===== src/rtl/i2c_rx_buffer.sv =====
module i2c_rx_buffer #(
  parameter int W = 8
) (
  input  logic         clk,
  input  logic         rst_n,
  input  logic         byte_done,
  input  logic [W-1:0] byte_data,
  input  logic         addr_wr_match,
  input  logic         rd_strobe,
  input  logic         irq_clr,
  output logic [W-1:0] rd_data,
  output logic         rx_empty,
  output logic         irq,
  output logic         stretch
);

  logic [W-1:0] s0, s1, hd;
  logic [1:0]   cnt;
  logic         hv, irq_q;

  logic [W-1:0] s0_n, s1_n, hd_n, in_d;
  logic [1:0]   cnt_n, ca;
  logic         hv_n, irq_n, in_v;

  wire full = (cnt == 2'd2);
  wire pop  = rd_strobe && (cnt != 2'd0);
  wire take = byte_done && !hv;

  always_comb begin
    ca    = cnt - {1'b0, pop};
    s0_n  = pop ? s1 : s0;
    s1_n  = s1;
    in_v  = hv ? pop : (take && (!full || pop));
    in_d  = hv ? hd : byte_data;
    if (in_v) begin
      if (ca == 2'd0) s0_n = in_d;
      else            s1_n = in_d;
    end
    cnt_n = ca + {1'b0, in_v};
    hv_n  = hv ? !pop : (take && full && !pop);
    hd_n  = (take && full && !pop) ? byte_data : hd;
    irq_n = (take && full) ? 1'b1 : (irq_clr ? 1'b0 : irq_q);
  end

  always_ff @(posedge clk) begin
    if (!rst_n) begin
      s0    <= '0;
      s1    <= '0;
      hd    <= '0;
      cnt   <= 2'd0;
      hv    <= 1'b0;
      irq_q <= 1'b0;
    end else begin
      s0    <= s0_n;
      s1    <= s1_n;
      hd    <= hd_n;
      cnt   <= cnt_n;
      hv    <= hv_n;
      irq_q <= irq_n;
    end
  end

  assign rd_data  = s0;
  assign rx_empty = (cnt == 2'd0);
  assign irq      = irq_q;
  assign stretch  = hv;

  a_r2_no_overflow: assert property (@(posedge clk) disable iff (!rst_n)
    cnt <= 2'd2);

  a_r5_park_only_full: assert property (@(posedge clk) disable iff (!rst_n)
    stretch |-> !rx_empty && cnt == 2'd2);

  a_r5_irq_on_full: assert property (@(posedge clk) disable iff (!rst_n)
    byte_done && full && !stretch |=> irq);

  a_r4_no_flush: assert property (@(posedge clk) disable iff (!rst_n)
    addr_wr_match && !byte_done && !rd_strobe |=> $stable(cnt) && $stable(rd_data));

  a_r6_release: assert property (@(posedge clk) disable iff (!rst_n)
    stretch && rd_strobe |=> !stretch && cnt == 2'd2);

  a_r7_ignore: assert property (@(posedge clk) disable iff (!rst_n)
    stretch && byte_done && !rd_strobe |=> stretch && $stable(hd) && $stable(rd_data));

  a_r8_sticky: assert property (@(posedge clk) disable iff (!rst_n)
    irq && !irq_clr |=> irq);

  a_r3_empty_pop: assert property (@(posedge clk) disable iff (!rst_n)
    rx_empty && rd_strobe && !byte_done |=> rx_empty);

endmodule


===== config.mk =====
export PLATFORM = sky130hd
export DESIGN_NAME = i2c_rx_buffer
export DESIGN_NICKNAME = d
export VERILOG_FILES = /design/src/rtl/i2c_rx_buffer.sv
export SDC_FILE = /design/constraint.sdc
export NUM_CORES = 1
export LEC_CHECK = 0
export BUFFER_PORTS_ARGS = -buffer_cell sky130_fd_sc_hd__buf_2
export CELL_PAD_IN_SITES_DETAIL_PLACEMENT = 2
export CELL_PAD_IN_SITES_GLOBAL_PLACEMENT = 2
export CORE_ASPECT_RATIO = 0.7
export CORE_MARGIN = 1.5
export CORE_UTILIZATION = 36
export DETAILED_ROUTE_END_ITERATION = 8
export PLACE_DENSITY_LB_ADDON = 0.1
export SYNTH_ARGS = -nofsm -noshare
export SYNTH_HDL_FRONTEND = slang
export SYNTH_SLANG_ARGS = --single-unit

===== constraint.sdc =====
create_clock -name clk -period 5.65 [get_ports clk]
set_input_delay 1.13 -clock clk [delete_from_list [all_inputs] [get_ports clk]]
set_output_delay 1.13 -clock clk [all_outputs]
set_load 0.1 [all_outputs]

==> out/qor.txt, run 1 <==
Status -> finished, final reports clean
Reg power frac -> 33.5%
Actual slew at the worst max-slew pin -> 0.609 ns
Initial DRT Pass Iterations -> 2
Drt drc -> 0
Routed len/inst -> 16.0 um
Vias in the first global route -> 1126
CTS sink cnt -> 28
P_sw -> 0.000413 W
I/O pins -> 25
Clk network pwr share -> 13.2%
Worst slew margin -> 59.4%
CP peak stage delay -> 0.40 ns
Crit path time final -> 2.74 ns
Achievable Freq -> 365 MHz
Fin nets -> 178
Final slew viol count -> 0
TritonCTS clock tree -> yes
CTS max path bufs -> 2
Pre-CTS setup slack -> 2.62 ns
Routed Antenna Nets -> 0
Cells along the critical path -> buf_2, o21ai_2, inv_1, ha_1, xnor2_1, and3_1, mux2i_1
Total Routing Usage GR -> 16.9%
Die area -> 0.00426 mm^2
Fin cells -> 210
Starting density of the core -> 38.7%
CP required -> 5.86 ns
First-iteration detailed-routing DRC count -> 49
Critical Path Sink Type -> flip-flop
Global-route wire length before repair -> 5420 um
Synth cell types -> 25
Cells after Synth -> 143
CTS Hold Bufs -> 0
Detailed placement HPWL -> 2500 um
Peak VDD IR -> 216 uV
Final WS setup -> 2.91 ns
Maximum number of pins on one net before global-route repair -> 37
Endpoints failing setup -> 0
Tot Pwr -> 0.000833 W
Grt met1 use -> 19.9%
Post-CTS Setup Inserts -> 0
Arr. time, crit path -> 2.95 ns
Share of cells above drive strength 1 -> 30.0%
Yosys warns -> 0
Pwr dens -> 537 mW/mm^2
Post-Place Cells -> 207
Clock Latency Late Sink -> 0.27 ns
CTS resizes -> 0
Area growth syn-to-layout -> 11.4%
Met2 usage -> 32.0%
Clock Skew -> 0.00250 ns
# diodes -> 0
GR Util met3 -> 4.26%
Htree depth -> 1
Num CTS Buffers -> 3
GRT Residual Overflow -> 0
Post-synthesis sequential area ratio -> 40.2%
Commonest cells after routing, fill and taps aside -> 34 x nand2_1, 28 x dfxtp_1, 23 x buf_2
Register bit total from synthesis -> 28
CTS clk-pin slew, worst paths -> 0.09 ns
Switching Fraction -> 49.6%
Most Used Layer, Global Route -> met2
Avg Inst Size Synth -> 9.75 um^2
Clk root buf -> clkbuf_8
RD Place Congestion -> 0.780
Cell family with most CP delay -> simple AND/OR/NAND/NOR gates
Initial antenna violation count -> 0
CORE AREA -> 0.00360 mm^2
Post-Syn Area -> 0.00139 mm^2
Synth top area share -> 40.2%
DIE WIDTH -> 77.4 um
Crit path buffers/inverters -> 2
CP Class -> primary input to flip-flop
HP Class -> flip-flop to flip-flop
Static leakage -> 0.654 nW
Commonest non-fill, non-tap cell in the layout -> nand2_1
# rows -> 18
DIE HEIGHT -> 55.1 um
Synthesized Nets -> 159
CP max FO -> 12
Area leader, netlist -> dfxtp_1
Final TNS setup -> 0 ns
CP max-delay cell -> and3_1
CP Launch Type -> primary input
RSZ-0062 raised after global routing -> false
Internal power -> 0.000420 W
Gate power share -> 53.3%
Final WL -> 3350 um
Max-cap viol count -> 0
IO buf count -> 23
Via density -> 5.06
Final count of hold timing violations -> 0
Final worst path period share -> 48.5%
Synth top area cells -> dfxtp_1 40%, mux2_2 13%, mux2i_1 12%
Vias -> 1063
==> synth_stat cells (all sizes together) <==
library cell and instances:
o21ai 9, nand2 35, mux2i 17, a21boi 9, a311oi 1, xnor2 3
a31oi 1, clkbuf 3, inv 2, nor2b 1, mux2 16, and3 2
and2 2, or2 1, ha 2, nor2 2, nand4bb 1, dfxtp 28
nand2b 1, a21oi 1, buf 6
==> path summary, 6_finish.rpt <==
| kind | startpoint | endpoint | slack (ns) | cells after the start |
|---|---|---|---|---|
| worst min register to register | s1[7] | s1[7] | 0.47 | 2 |
| worst max-delay path | rd_strobe | rd_data[0] | 2.91 | 7 |
| worst max register to register | cnt[1] | rd_data[0] | 3.31 | 6 |
| worst min-delay path | s1[7] | s1[7] | 0.47 | 2 |
==> routing by layer <==
metal | wire length (um) | share of wire (%)
met4 | 29 | 0.86
met5 | 0 | 0
met2 | 1640 | 49
met1 | 1550 | 46
met3 | 134 | 4.0
==> registers in the layout, indices dropped and copies added, names as in the netlist <==
name,count
hd,8
rd_data,8
s1,8
cnt,2
irq,1
stretch,1
==> per-stage QoR <==
| stage | cell area, um^2 | util [%] | hold slack [ns] |
|---|---|---|---|
| 6_report | 1550 | 43.1 | 0.470 |
| 3_3_place_gp | 1510 | 41.9 | 0.443 |
| 5_1_grt | 1550 | 43.1 | 0.486 |
| 3_5_place_dp | 1510 | 41.9 | 0.463 |
| 4_1_cts | 1550 | 43.1 | 0.479 |
| 2_1_floorplan | 1390 | - | 0.436 |
==> worst reg2reg max path: stages, from the launching register on <==
cell	delay, ns
dfxtp_1	0.39
o21ai_2	0.53
inv_1	0.15
ha_1	0.25
xnor2_1	0.33
and3_1	0.40
mux2i_1	0.23
==> power groups by stage <==
| stage | logic (W) | registers [W] | clock network [W] |
|---|---|---|---|
| after floorplan | 0.000230 | 0.000436 | 0 |
| after global placement | 0.000433 | 0.000278 | 0 |
| after detailed placement | 0.000448 | 0.000284 | 0 |
| after CTS | 0.000449 | 0.000280 | 0.000116 |
| after global routing | 0.000470 | 0.000287 | 0.000122 |
| final | 0.000444 | 0.000279 | 0.000110 |
==> layout make-up <==
type                       count  area [um^2]
fill                         406         2050
timing repair buffer          23          115
inverter                       2         7.51
clock buffer                   3         41.3
sequential                    28          561
multi-input combinational    104          766
tap                           50         62.6
==> logic make-up after synthesis <==
logic type	share of synthesized area, %
flip-flops	40.2
XOR/XNOR	1.89
adder cells (fa/ha/maj)	1.80
multiplexers	25.1
buffers and inverters	4.85
AND/OR/NAND/NOR	14.8
AO/OA/AOI/OAI	11.3
Power figures use the tool's default switching activity.
==> inputs of run 2 (changes only) <==
--- a/config.mk
+++ b/config.mk
@@ -10,7 +10,7 @@
 export CELL_PAD_IN_SITES_GLOBAL_PLACEMENT = 2
 export CORE_ASPECT_RATIO = 0.7
 export CORE_MARGIN = 1.5
-export CORE_UTILIZATION = 36
+export CORE_UTILIZATION = 34
 export DETAILED_ROUTE_END_ITERATION = 8
 export PLACE_DENSITY_LB_ADDON = 0.1
 export SYNTH_ARGS = -nofsm -noshare
==> constraint.sdc (replaced) <==
create_clock -name clk -period 2.8 [get_ports clk]
set_input_delay 0.56 -clock clk [delete_from_list [all_inputs] [get_ports clk]]
set_output_delay 0.56 -clock clk [all_outputs]
set_load 0.1 [all_outputs]
==> run 2 against run 1 <==
  * Flip-flop and latch count unchanged
  * Register-to-register slack got worse by 2.4 ns
  * Via count is 0.94% lower
  * First-iteration DRC count fell by 47%
  * Combinational power grew 100%
  * Sequential power increased by 100%
  * Die area is 5.6% higher
  * Design area increased by 2.6%
  * Critical path type is now flip-flop to output pin
==> out/qor.txt, run 2 (synthesis gave the netlist of run 1 again) <==
Global-route wire length before repair -> 5710 um
Fin cells -> 214
CTS Hold Bufs -> 0
CP max FO -> 13
Routed Antenna Nets -> 0
Peak VDD IR -> 519 uV
Total Routing Usage GR -> 16.6%
Stages on the worst setup path -> 1
Final worst path period share -> 73.8%
Routed len/inst -> 15.4 um
DIE WIDTH -> 79.5 um
Met1 Routed Length -> 1540 um
Worst R2R Path Depth -> 4
CP Launch Type -> flip-flop
RSZ-0062 raised after global routing -> false
Met2 wire length -> 1640 um
HP Class -> flip-flop to flip-flop
Num CTS Buffers -> 3
Top Metal Used -> met4
Final count of hold timing violations -> 0
GRT Residual Overflow -> 0
Worst slew margin -> 61.0%
CTS resizes -> 0
Starting density of the core -> 35.5%
Commonest cells after routing, fill and taps aside -> 34 x nand2_1, 28 x dfxtp_1, 23 x buf_2
# diodes -> 0
Maximum number of pins on one net before global-route repair -> 37
Status -> finished, final reports clean
Share of cells above drive strength 1 -> 30.9%
Via density -> 4.92
First-iteration detailed-routing DRC count -> 26
CTS clk-pin slew, worst paths -> 0.10 ns
CTS sink cnt -> 28
Clock Skew -> 0.00294 ns
Register Area -> 561 um^2
Vias in the first global route -> 1203
Detailed placement HPWL -> 2450 um
Htree depth -> 1
TritonCTS clock tree -> yes
Tot Pwr -> 0.00178 W
CORE AREA -> 0.00392 mm^2
Achievable Freq -> 484 MHz
IO buf count -> 23
Die area -> 0.00450 mm^2
DIE HEIGHT -> 56.6 um
Filler Cells Inserted -> 441
Crit path buffers/inverters -> 1
Clock Latency Late Sink -> 0.28 ns
CP peak stage delay -> 0.70 ns
CTS max path bufs -> 2
Pwr dens -> 1120 mW/mm^2
Crit path time final -> 2.07 ns
Area growth syn-to-layout -> 14.3%
Arr. time, crit path -> 1.51 ns
Static leakage -> 0.672 nW
Drt drc -> 0
Final slew viol count -> 0
Post-Place Cells -> 210
DR WL met3 -> 89 um
WHS -> 0.470 ns
Actual slew at the worst max-slew pin -> 0.586 ns
# rows -> 19
Final WL -> 3290 um
CP max-delay cell -> dfxtp_1
Initial DRT Pass Iterations -> 4
CP Class -> flip-flop to output pin
Max-cap viol count -> 0
Endpoints failing setup -> 0
RD Place Congestion -> 0.752
Cells along the critical path -> buf_2
Vias -> 1053
Fin nets -> 179
Hold depth -> 2
Multi-input logic area -> 766 um^2
Commonest non-fill, non-tap cell in the layout -> nand2_1
Clk root buf -> clkbuf_8
Critical Path Sink Type -> output pin
Post-CTS Setup Inserts -> 0
Initial antenna violation count -> 0
I/O pins -> 25
CP required -> 2.24 ns
Cell family with most CP delay -> flip-flops
Final TNS setup -> 0 ns
run 2: layout make-up:
class,instances,share of cell area (%)
Clock buffer,3,2.59
Sequential cell,28,35.2
Multi-Input combinational cell,104,48.1
Timing Repair Buffer,24,7.70
Inverter,2,0.471
Clock inverter,1,1.89
Tap cell,52,4.08
run 2: where the power goes:
part	switching (W)	internal (W)	total (W)
clock network	0.000133	0.000192	0.000324
registers	0.0000640	0.000498	0.000562
logic	0.000637	0.000257	0.000894
run 2: layer usage:
layer,up-vias,track usage [%]
met5,-,0
met4,0,2.26
met3,2,3.58
met2,13,30.8
met1,515,19.8
li1,523,-
run 2: stage by stage:
step	cell area (um^2)	setup slack, ns	util (%)
detailed placement	1520	0.597	38.8
CTS	1590	0.728	40.6
global placement	1520	0.712	38.8
global route	1590	0.642	40.6
finish	1590	0.734	40.6
floorplan	1390	0.614	-
run 2: final timing paths:
kind	from	to	slack (ns)
setup reg to reg	stretch	rd_data[1]	0.92
setup / recovery	stretch	stretch	0.73
hold / removal	s1[0]	s1[0]	0.47
hold reg to reg	s1[0]	s1[0]	0.47
run 2: worst reg2reg max path, stage by stage, from the launching register on:
cell	delay, ns
dfxtp_1	0.70
mux2i_1	0.26
a31oi_4	0.25
and3_1	0.39
mux2i_1	0.22
==> inputs of run 3 (changes only) <==
--- a/config.mk
+++ b/config.mk
@@ -10,7 +10,7 @@
 export CELL_PAD_IN_SITES_GLOBAL_PLACEMENT = 2
 export CORE_ASPECT_RATIO = 0.7
 export CORE_MARGIN = 1.5
-export CORE_UTILIZATION = 34
+export CORE_UTILIZATION = 30
 export DETAILED_ROUTE_END_ITERATION = 8
 export PLACE_DENSITY_LB_ADDON = 0.1
 export SYNTH_ARGS = -nofsm -noshare
==> constraint.sdc (replaced) <==
create_clock -name clk -period 1.7 [get_ports clk]
set_input_delay 0.34 -clock clk [delete_from_list [all_inputs] [get_ports clk]]
set_output_delay 0.34 -clock clk [all_outputs]
set_load 0.1 [all_outputs]
==> run 3 against run 2 <==
  * Wire length up 5.1%
  * Sequential power increased by 65%
  * Global-route usage is 2.0 points lower
  * Non-clock buffer count increased by 10
  * Flip-flop and latch count unchanged
  * Hold slack worse by 0.16 ns
  * Register-to-register slack got worse by 0.88 ns
  * Largest cell class unchanged
  * Highest routed layer unchanged
==> out/qor.txt, run 3 (synthesis gave the netlist of run 1 again) <==
Status -> finished, final reports clean
Commonest cells after routing, fill and taps aside -> 34 x nand2_1, 25 x dfxtp_1, 23 x buf_2
Final TNS setup -> 0 ns
Peak VDD IR -> 877 uV
CTS Hold Bufs -> 0
Actual slew at the worst max-slew pin -> 0.512 ns
DIE HEIGHT -> 60.0 um
Met2 usage -> 27.3%
Achievable Freq -> 601 MHz
Grt met1 use -> 17.2%
Total Routing Usage GR -> 14.5%
Design Area, Final -> 0.00169 mm^2
Worst slew margin -> 65.8%
Critical Path Sink Type -> flip-flop
RD Place Congestion -> 0.696
Endpoints failing setup -> 0
Via density -> 4.75
HP Class -> primary input to flip-flop
Clk network pwr share -> 14.1%
I/O pins -> 25
Die area -> 0.00507 mm^2
CP required -> 1.90 ns
Detailed placement HPWL -> 2630 um
CORE AREA -> 0.00440 mm^2
Fin nets -> 189
Initial DRT Pass Iterations -> 2
CTS sink cnt -> 28
Share of cells above drive strength 1 -> 39.0%
Filler Cells Inserted -> 488
Internal power -> 0.00156 W
TritonCTS clock tree -> yes
Pwr dens -> 1760 mW/mm^2
Final slew viol count -> 0
Starting density of the core -> 31.6%
DIE WIDTH -> 84.5 um
CP max FO -> 4
Worst r2r src -> cnt[0]
Commonest non-fill, non-tap cell in the layout -> nand2_1
Htree depth -> 1
Drt drc -> 0
GRT Residual Overflow -> 0
Post-Place Cells -> 223
Arr. time, crit path -> 1.86 ns
Worst R2R Path Depth -> 6
GR Util met3 -> 3.73%
WHS -> 0.310 ns
P_sw -> 0.00142 W
Switching Fraction -> 47.6%
Routed Antenna Nets -> 0
RR Endpoint -> rd_data[6]
Worst Setup EP -> rd_data[6]
CTS clk-pin slew, worst paths -> 0.10 ns
RSZ-0062 raised after global routing -> true
Gate power share -> 54.7%
Final WL -> 3460 um
Vias -> 1079
# rows -> 20
Global-route wire length before repair -> 5550 um
Reg power frac -> 31.2%
Fin cells -> 227
CTS max path bufs -> 2
Static leakage -> 0.723 nW
Tot Pwr -> 0.00297 W
Final worst path period share -> 97.9%
Clock Latency Late Sink -> 0.28 ns
First-iteration detailed-routing DRC count -> 46
Crit path time final -> 1.66 ns
Crit path from -> cnt[0]
DP Area -> 0.00162 mm^2
Final count of hold timing violations -> 0
Clk root buf -> clkbuf_8
Vias in the first global route -> 1130
Initial antenna violation count -> 0
Hold depth -> 3
Most Used Layer, Global Route -> met2
Num CTS Buffers -> 3
Routed len/inst -> 15.2 um
CP Launch Type -> flip-flop
IO buf count -> 23
Clock Skew -> 0.00597 ns
R2r setup slk -> 0.04 ns
Max-cap viol count -> 0
CP Class -> flip-flop to flip-flop
Maximum number of pins on one net before global-route repair -> 32
# diodes -> 0
Area growth syn-to-layout -> 21.3%
==> run 3: changes by cell type in the layout (fill, tap and decap cells not counted), moves of 2 or more <==
cell and change:
buf_4 +10, dfxtp_2 +2, and3_1 -2, dfxtp_1 -3
==> run 3: metal layers <==
| metal | part of all wire, % | up-vias |
|---|---|---|
| met1 | 44 | 523 |
| met3 | 2.7 | 2 |
| met2 | 52 | 12 |
| li1 | - | 542 |
| met5 | 0 | - |
| met4 | 0.52 | 0 |
==> run 3: worst min-delay path by stage <==
stage                  from  endpoint  slack (ns)
2_1_floorplan         s1[0]     s1[0]        0.44
3_3_place_gp          s1[1]     s1[1]        0.44
3_5_place_dp          s1[6]     s1[6]        0.47
4_1_cts        byte_data[2]     hd[2]        0.31
5_1_grt        byte_data[0]     hd[0]        0.31
6_report       byte_data[2]     hd[2]        0.31
==> run 3: power by group through the flow <==
stage	sequential (W)	combinational [W]	clock, W
2_1_floorplan	0.00146	0.000781	0
3_3_place_gp	0.000920	0.00157	0
3_5_place_dp	0.000942	0.00161	0
4_1_cts	0.000926	0.00162	0.000432
5_1_grt	0.000952	0.00173	0.000456
6_report	0.000927	0.00163	0.000421
==> run 3: repair_timing <==
| item | in CTS | in global routing |
|---|---|---|
| endpoints found under the setup margin | 1 | 16 |
| resized for setup | 1 | 5 |
| buffers inserted | 0 | 1 |
| pin swaps | 0 | 2 |
==> run 3: per-stage QoR <==
stage	setup slack, ns	utilization (%)
floorplan	0.0267	-
global placement	0.0491	36.8
detailed placement	-0.0390	36.8
CTS	0.00924	38.0
global route	-0.0499	38.4
finish	0.0352	38.4
==> run 3: cell type report <==
type | instances | area [um^2] | area share (%)
multi-input combinational | 104 | 795 | 47.0
timing repair buffer | 34 | 198 | 11.7
sequential | 28 | 567 | 33.5
inverter | 2 | 7.51 | 0.444
clock buffer | 4 | 55.1 | 3.26
tap | 55 | 68.8 | 4.07
==> run 3: critical path: stages, from the launching register on <==
cell	delay (ns)
dfxtp_4	0.37
o21ai_4	0.14
inv_1	0.07
ha_1	0.23
xnor2_2	0.24
and3_2	0.31
mux2i_1	0.23
